### src/rtl/idrf_pkg.sv
package idrf_pkg;

    localparam int DEF_LINE_W = 7;
    localparam int DEF_ITER_W = 1;
    localparam int DEF_DATA_W = 16;
    localparam int DEF_NREGS  = 15;

    // Action taken by one storage entry in a cycle
    typedef enum logic [1:0] {
        ACT_HOLD = 2'd0,
        ACT_LOAD = 2'd1,
        ACT_DROP = 2'd2
    } entry_act_e;

endpackage

### src/rtl/idrf_entry.sv
module idrf_entry
    import idrf_pkg::*;
#(
    parameter int LINE_W = DEF_LINE_W,
    parameter int ITER_W = DEF_ITER_W,
    parameter int DATA_W = DEF_DATA_W,
    localparam int ID_W  = LINE_W + ITER_W
) (
    input  logic              clk,
    input  logic              rst_n,
    input  logic              wr_sel,
    input  logic [ID_W-1:0]   wr_id,
    input  logic [DATA_W-1:0] wr_data,
    input  logic              bc_sel,
    input  logic [ID_W-1:0]   bc_id,
    output logic              vld_o,
    output logic [ID_W-1:0]   id_o,
    output logic [DATA_W-1:0] data_o
);

    typedef struct packed {
        logic              vld;
        logic [ID_W-1:0]   id;
        logic [DATA_W-1:0] data;
    } ent_t;

    ent_t       st_d, st_q;
    entry_act_e act;
    logic       stale;

    logic [ITER_W-1:0] own_iter, bc_iter;
    logic [LINE_W-1:0] own_line, bc_line;

    always_comb begin
        own_iter = st_q.id[ID_W-1:LINE_W];
        own_line = st_q.id[LINE_W-1:0];
        bc_iter  = bc_id[ID_W-1:LINE_W];
        bc_line  = bc_id[LINE_W-1:0];
        // A different iteration is always later (wrap-aware); same iteration compares lines
        stale = (own_iter != bc_iter) || (own_line < bc_line);

        act = ACT_HOLD;
        if (wr_sel) begin
            act = ACT_LOAD;
        end else if (bc_sel && st_q.vld && stale) begin
            act = ACT_DROP;
        end

        st_d = st_q;
        unique case (act)
            ACT_LOAD: begin
                st_d.vld  = 1'b1;
                st_d.id   = wr_id;
                st_d.data = wr_data;
            end
            ACT_DROP: st_d.vld = 1'b0;
            default:  st_d = st_q;
        endcase
    end

    always_ff @(posedge clk) begin
        if (!rst_n) begin
            st_q <= '0;
        end else begin
            st_q <= st_d;
        end
    end

    assign vld_o  = st_q.vld;
    assign id_o   = st_q.id;
    assign data_o = st_q.data;

endmodule

### src/rtl/idrf_match.sv
module idrf_match #(
    parameter int N      = 15,
    parameter int ID_W   = 8,
    parameter int DATA_W = 16
) (
    input  logic [N-1:0]             vld,
    input  logic [N-1:0][ID_W-1:0]   ids,
    input  logic [N-1:0][DATA_W-1:0] data,
    input  logic [ID_W-1:0]          key,
    output logic                     hit_o,
    output logic [DATA_W-1:0]        data_o
);

    logic [N-1:0] match;

    always_comb begin
        for (int i = 0; i < N; i++) begin
            match[i] = vld[i] && (ids[i] == key);
        end
        hit_o  = |match;
        data_o = '0;
        // Scan downward so that the lowest matching index is assigned last
        for (int i = N - 1; i >= 0; i--) begin
            if (match[i]) begin
                data_o = data[i];
            end
        end
    end

endmodule

### src/rtl/id_regfile.sv
module id_regfile
    import idrf_pkg::*;
#(
    parameter int LINE_W   = DEF_LINE_W,
    parameter int ITER_W   = DEF_ITER_W,
    parameter int DATA_W   = DEF_DATA_W,
    parameter int NUM_REGS = DEF_NREGS,
    localparam int ID_W    = LINE_W + ITER_W,
    localparam int REG_W   = $clog2(NUM_REGS + 1)
) (
    input  logic              clk,
    input  logic              rst_n,
    input  logic [ID_W-1:0]   iss_id_a,
    input  logic [ID_W-1:0]   iss_id_b,
    output logic              rd_hit_a,
    output logic [DATA_W-1:0] rd_data_a,
    output logic              rd_hit_b,
    output logic [DATA_W-1:0] rd_data_b,
    input  logic              wr_en,
    input  logic [REG_W-1:0]  wr_reg,
    input  logic [ID_W-1:0]   wr_id,
    input  logic [DATA_W-1:0] wr_data,
    input  logic              bc_valid,
    input  logic [ID_W-1:0]   bc_id,
    input  logic [REG_W-1:0]  bc_dst,
    input  logic [ID_W-1:0]   bc_op_a,
    input  logic [ID_W-1:0]   bc_op_b,
    output logic              snd_hit_a,
    output logic [DATA_W-1:0] snd_data_a,
    output logic              snd_hit_b,
    output logic [DATA_W-1:0] snd_data_b
);

    localparam int NPORTS = 4;  // two issue lookups, two send lookups

    logic [NUM_REGS-1:0]             ent_vld;
    logic [NUM_REGS-1:0][ID_W-1:0]   ent_id;
    logic [NUM_REGS-1:0][DATA_W-1:0] ent_data;
    logic [NUM_REGS-1:0]             wr_sel;
    logic [NUM_REGS-1:0]             bc_sel;

    // Storage entries, register number i+1 lives in slot i
    for (genvar i = 0; i < NUM_REGS; i++) begin : g_ent
        assign wr_sel[i] = wr_en    && (wr_reg == REG_W'(i + 1));
        assign bc_sel[i] = bc_valid && (bc_dst == REG_W'(i + 1));

        idrf_entry #(
            .LINE_W (LINE_W),
            .ITER_W (ITER_W),
            .DATA_W (DATA_W)
        ) ent_i (
            .clk     (clk),
            .rst_n   (rst_n),
            .wr_sel  (wr_sel[i]),
            .wr_id   (wr_id),
            .wr_data (wr_data),
            .bc_sel  (bc_sel[i]),
            .bc_id   (bc_id),
            .vld_o   (ent_vld[i]),
            .id_o    (ent_id[i]),
            .data_o  (ent_data[i])
        );
    end

    // Associative lookups
    logic [NPORTS-1:0][ID_W-1:0]   lk_key;
    logic [NPORTS-1:0][NUM_REGS-1:0] lk_vld;
    logic [NPORTS-1:0]             lk_hit;
    logic [NPORTS-1:0][DATA_W-1:0] lk_data;

    always_comb begin
        lk_key[0] = iss_id_a;
        lk_key[1] = iss_id_b;
        lk_key[2] = bc_op_a;
        lk_key[3] = bc_op_b;
        lk_vld[0] = ent_vld;
        lk_vld[1] = ent_vld;
        lk_vld[2] = bc_valid ? ent_vld : '0;
        lk_vld[3] = bc_valid ? ent_vld : '0;
    end

    for (genvar p = 0; p < NPORTS; p++) begin : g_lk
        idrf_match #(
            .N      (NUM_REGS),
            .ID_W   (ID_W),
            .DATA_W (DATA_W)
        ) match_i (
            .vld    (lk_vld[p]),
            .ids    (ent_id),
            .data   (ent_data),
            .key    (lk_key[p]),
            .hit_o  (lk_hit[p]),
            .data_o (lk_data[p])
        );
    end

    assign rd_hit_a  = lk_hit[0];
    assign rd_data_a = lk_data[0];
    assign rd_hit_b  = lk_hit[1];
    assign rd_data_b = lk_data[1];

    // Registered send stage
    typedef struct packed {
        logic              hit_a;
        logic [DATA_W-1:0] data_a;
        logic              hit_b;
        logic [DATA_W-1:0] data_b;
    } snd_t;

    snd_t snd_d, snd_q;

    always_comb begin
        snd_d.hit_a  = lk_hit[2];
        snd_d.data_a = lk_data[2];
        snd_d.hit_b  = lk_hit[3];
        snd_d.data_b = lk_data[3];
    end

    always_ff @(posedge clk) begin
        if (!rst_n) begin
            snd_q <= '0;
        end else begin
            snd_q <= snd_d;
        end
    end

    assign snd_hit_a  = snd_q.hit_a;
    assign snd_data_a = snd_q.data_a;
    assign snd_hit_b  = snd_q.hit_b;
    assign snd_data_b = snd_q.data_b;

endmodule

### config.mk
export PLATFORM = sky130hd
export DESIGN_NAME = id_regfile
export DESIGN_NICKNAME = d
export VERILOG_FILES = /design/src/rtl/idrf_pkg.sv /design/src/rtl/idrf_entry.sv /design/src/rtl/idrf_match.sv /design/src/rtl/id_regfile.sv
export SDC_FILE = /design/constraint.sdc
export NUM_CORES = 2
export LEC_CHECK = 0
export ABC_CLOCK_PERIOD_IN_PS = 2300
export BUFFER_PORTS_ARGS = -buffer_cell sky130_fd_sc_hd__buf_2
export CAP_MARGIN = 30
export CORE_MARGIN = 8
export CORE_UTILIZATION = 31
export CTS_CLUSTER_DIAMETER = 120
export DETAILED_ROUTE_END_ITERATION = 16
export GPL_TIMING_DRIVEN = 0
export PLACE_DENSITY = 0.53
export SYNTH_ARGS = -nofsm -noshare
export SYNTH_HDL_FRONTEND = slang
export SYNTH_SLANG_ARGS = --single-unit
### constraint.sdc
create_clock -name clk -period 2.3 [get_ports clk]
set_input_delay 0.23 -clock clk [delete_from_list [all_inputs] [get_ports clk]]
set_output_delay 0.23 -clock clk [all_outputs]
set_load 0.05 [all_outputs]
==> metrics.txt <==
number of cells produced by synthesis 4431; top cell type by total area after synthesis sky130_fd_sc_hd__dfxtp_1; Initial Util 31.1%; area share of the leading cell type in the synthesized netlist 26.0%; cell area power density 442 mW/mm²; top cell family by delay on the critical path compound AO/OA/AOI/OAI gates; Leakage Power 16.1 nW; slew of the pin with the lowest slew margin 1.10 ns; largest net degree at the start of global routing 14; element type at the critical path start register; post-DR vias/cell 5.90; number of synthesized flops with an enable pin 0; worst flop-to-flop path startpoint g_ent[13].ent_i.id_o[0]$_SDFFE_PN0N_; Synth area leaders sky130_fd_sc_hd__dfxtp_1 26%, sky130_fd_sc_hd__nand2_1 12%, sky130_fd_sc_hd__xnor2_1 9.7%; final-stage net count 4936; critical path endpoint category output port; clock period minus worst slack 3.78 ns; average routed wire per standard cell 29.9 µm; dpl ws -1.81 ns; global-route congestion overflow total 0; number of buffers inserted during clock tree synthesis 52; launching element of the worst setup path g_ent[13].ent_i.id_o[3]$_SDFFE_PN0N_; worst clock skew 0.0196 ns; layout cells sized above 1 26.2%; total half-perimeter wirelength after legalization and detailed placement 145000 µm; width of the chip 335 µm; worst hold slack across all endpoints 0.0499 ns; Filler cells 10300; CP bufs+invs 4; Worst VDD drop 0.514 mV; highest fanout seen on the critical path 7; unrepaired setup endpoints after global routing true; CTS H-Tree Depth 2; critical setup path kind register to output port; clk sink count 409; Initial DRC Count 4955; minimum setup slack in the final design -1.48 ns; number of register bits inferred by synthesis 409; Via Count 36500; number of hold-slack violations in the final timing report 0; via count of the first global-routing pass 34700; syn_nets 4597; placer congestion estimate 1.01; antenna cells 0; highest-count cells in the layout ignoring fill and taps 967 x sky130_fd_sc_hd__nand2_1, 470 x sky130_fd_sc_hd__a21oi_1, 338 x sky130_fd_sc_hd__dfxtp_1; clock input transition at the sequential cells of the worst setup and hold paths 0.07 ns; fraction of registers with async set or reset after synthesis 0%; Critical Path Max Stage Delay 0.55 ns; clock tree root driver cell sky130_fd_sc_hd__clkbuf_16; worst hold path class primary input to register; first-pass GRT wire length 258000 µm; Post-DRT Antenna Nets 0; headroom to the max-slew limit 26.5%; Bufs on Longest Clock Path 3; overall power after layout 18.9 mW; Peak Freq 264 MHz; Setup Viol. Count Final 69; number of antenna violations at the first check in global routing 2; data arrival time at the worst-slack endpoint 3.55 ns; total routing resource utilization after global routing 31.5%; port buffer count 109; io pins 144; leading cell type in the layout, fill and taps excluded sky130_fd_sc_hd__nand2_1; clock insertion delay at the later pin of the skew report 0.65 ns; crit path cell chain buf_4 -> xnor2_2 -> nand2_2 -> nor3_4 -> buf_12 -> buf_8 -> a22o_1 -> mux2i_2 -> o211ai_1 -> a21oi_2 -> o41ai_4 -> buf_6; number of remaining DRC errors 0; required time reported for the critical path endpoint 2.07 ns; area post-placement 0.0353 mm²; Avg Inst Size Synth 7.10 µm²; clock tree from TritonCTS yes; number of pins exceeding their max-slew limit in the final report 0; Std-Cell Core Area 0.101 mm²; part of the cycle the worst path needs 164%; Syn-to-layout area delta 36.1%; status finished with violations; wire length reported by the detailed router 185000 µm; Crit-path slowest cell sky130_fd_sc_hd__o41ai_4; hold path startpoint bc_dst[1]; most frequently used flop master after synthesis sky130_fd_sc_hd__dfxtp_1; Unique masters post-synth 86; Die Area 0.112 mm²; site row count 117; violations in the final reports negative setup slack; Cell Area, Synth 0.0315 mm²; count of synthesis-stage warnings from yosys 0; area of all placed cells without fillers 0.0428 mm²; die height 335 µm; max-cap violations 0; iteration count of the initial detailed-routing pass 8; share of the yosys chip area belonging to registers 26.0%
## Yosys cell counts (41+ instances only)
cell	count
sky130_fd_sc_hd__nand4_1	70
sky130_fd_sc_hd__inv_1	49
sky130_fd_sc_hd__clkbuf_1	278
sky130_fd_sc_hd__nand2_1	986
sky130_fd_sc_hd__o221ai_1	47
sky130_fd_sc_hd__or3_1	46
sky130_fd_sc_hd__a221oi_1	44
sky130_fd_sc_hd__o21ai_0	135
sky130_fd_sc_hd__nor2_1	204
sky130_fd_sc_hd__xor2_1	142
sky130_fd_sc_hd__ha_1	90
sky130_fd_sc_hd__buf_2	104
sky130_fd_sc_hd__buf_6	41
sky130_fd_sc_hd__a21o_1	95
sky130_fd_sc_hd__xnor2_1	348
sky130_fd_sc_hd__dfxtp_1	409
sky130_fd_sc_hd__nor3_1	135
sky130_fd_sc_hd__a21oi_1	539
sky130_fd_sc_hd__nand3_1	141
## what timing repair did
action                                  CTS  global route
hold buffers                             25             0
endpoints found under the hold margin   120             0
endpoints found under the setup margin   68            68
resized for setup                       758           231
pin swaps                               238           185
cloned                                    6             1
buffers inserted                        143            68
## per-layer routing
metal  vias up  share of wire (%)  GRT usage, %
li1      16100                  -             -
met5         -              0.015             0
met4         4                6.6          16.1
met1     17500                 40          40.1
met3       583                9.1          5.37
met2      2299                 44          51.1
## registers in the layout (all words and copies together) (netlist names)
| name | cells |
|---|---|
| snd_data_b | 16 |
| g_ent.ent_i.data_o | 240 |
| snd_hit_a | 1 |
| snd_data_a | 16 |
| snd_hit_b | 1 |
| g_ent.ent_i.id_o | 120 |
| g_ent.ent_i.vld_o | 15 |
## cell families (layout without fill, tap and decap cells)
logic type | Yosys count | count (layout) | synth area share, %
xor gates and xnor gates | 493 | 493 | 13.8
muxes | 27 | 27 | 0.883
AOI/OAI and AO/OA | 1140 | 1140 | 22.8
buffers and inverters | 511 | 892 | 7.84
and+or+nand+nor | 1761 | 1761 | 25.1
adders and majority gates | 90 | 90 | 3.58
DFF | 409 | 409 | 26.0
## path summary, 6_finish.rpt
check / end / cells after the start / slack, ns
worst max-delay path: rd_data_a[12] / 12 / -1.48
worst min register to register: g_ent[0].ent_i.data_o[14]$_SDFFE_PN0N_ / 2 / 0.49
worst min-delay path: g_ent[7].ent_i.vld_o$_SDFFE_PN0P_ / 3 / 0.05
worst max register to register: snd_data_a[3]$_SDFF_PN0_ / 16 / -1.11
## where the power goes
group / internal, mW / switching, mW / leakage [nW]
registers: 7.14 / 0.160 / 3.34
clock network: 5.43 / 3.73 / 0.904
logic: 0.841 / 1.62 / 11.9
total: 13.4 / 5.51 / 16.1
## through the flow
step	cells	TNS, ns	utilization (%)
6_report	6180	-67.73	42.3
5_1_grt	6180	-71.35	42.3
4_1_cts	6144	-60.27	41.0
3_5_place_dp	5936	-132.65	34.9
3_3_place_gp	5908	-183.15	34.5
2_1_floorplan	4431	-7.43	-
## cell type report
class | count | area, µm² | share of cell area, %
clock buffers | 67 | 1480 | 3.45
repair buffers | 375 | 3470 | 8.10
inverters | 51 | 196 | 0.459
flip-flops and latches | 409 | 8350 | 19.5
well taps | 1368 | 1710 | 4.00
multi-input cells | 3511 | 24700 | 57.7
clock inverters | 29 | 375 | 0.876
plain buffers | 370 | 2530 | 5.92
## tightest hold or removal path: cells and delay by family
kind                   cells  cell delay [ns]
buffers and inverters      1             0.19
and+or+nand+nor            1             0.09
AOI/OAI and AO/OA          1             0.14
No activity file was read; power rests on OpenSTA's default activity.
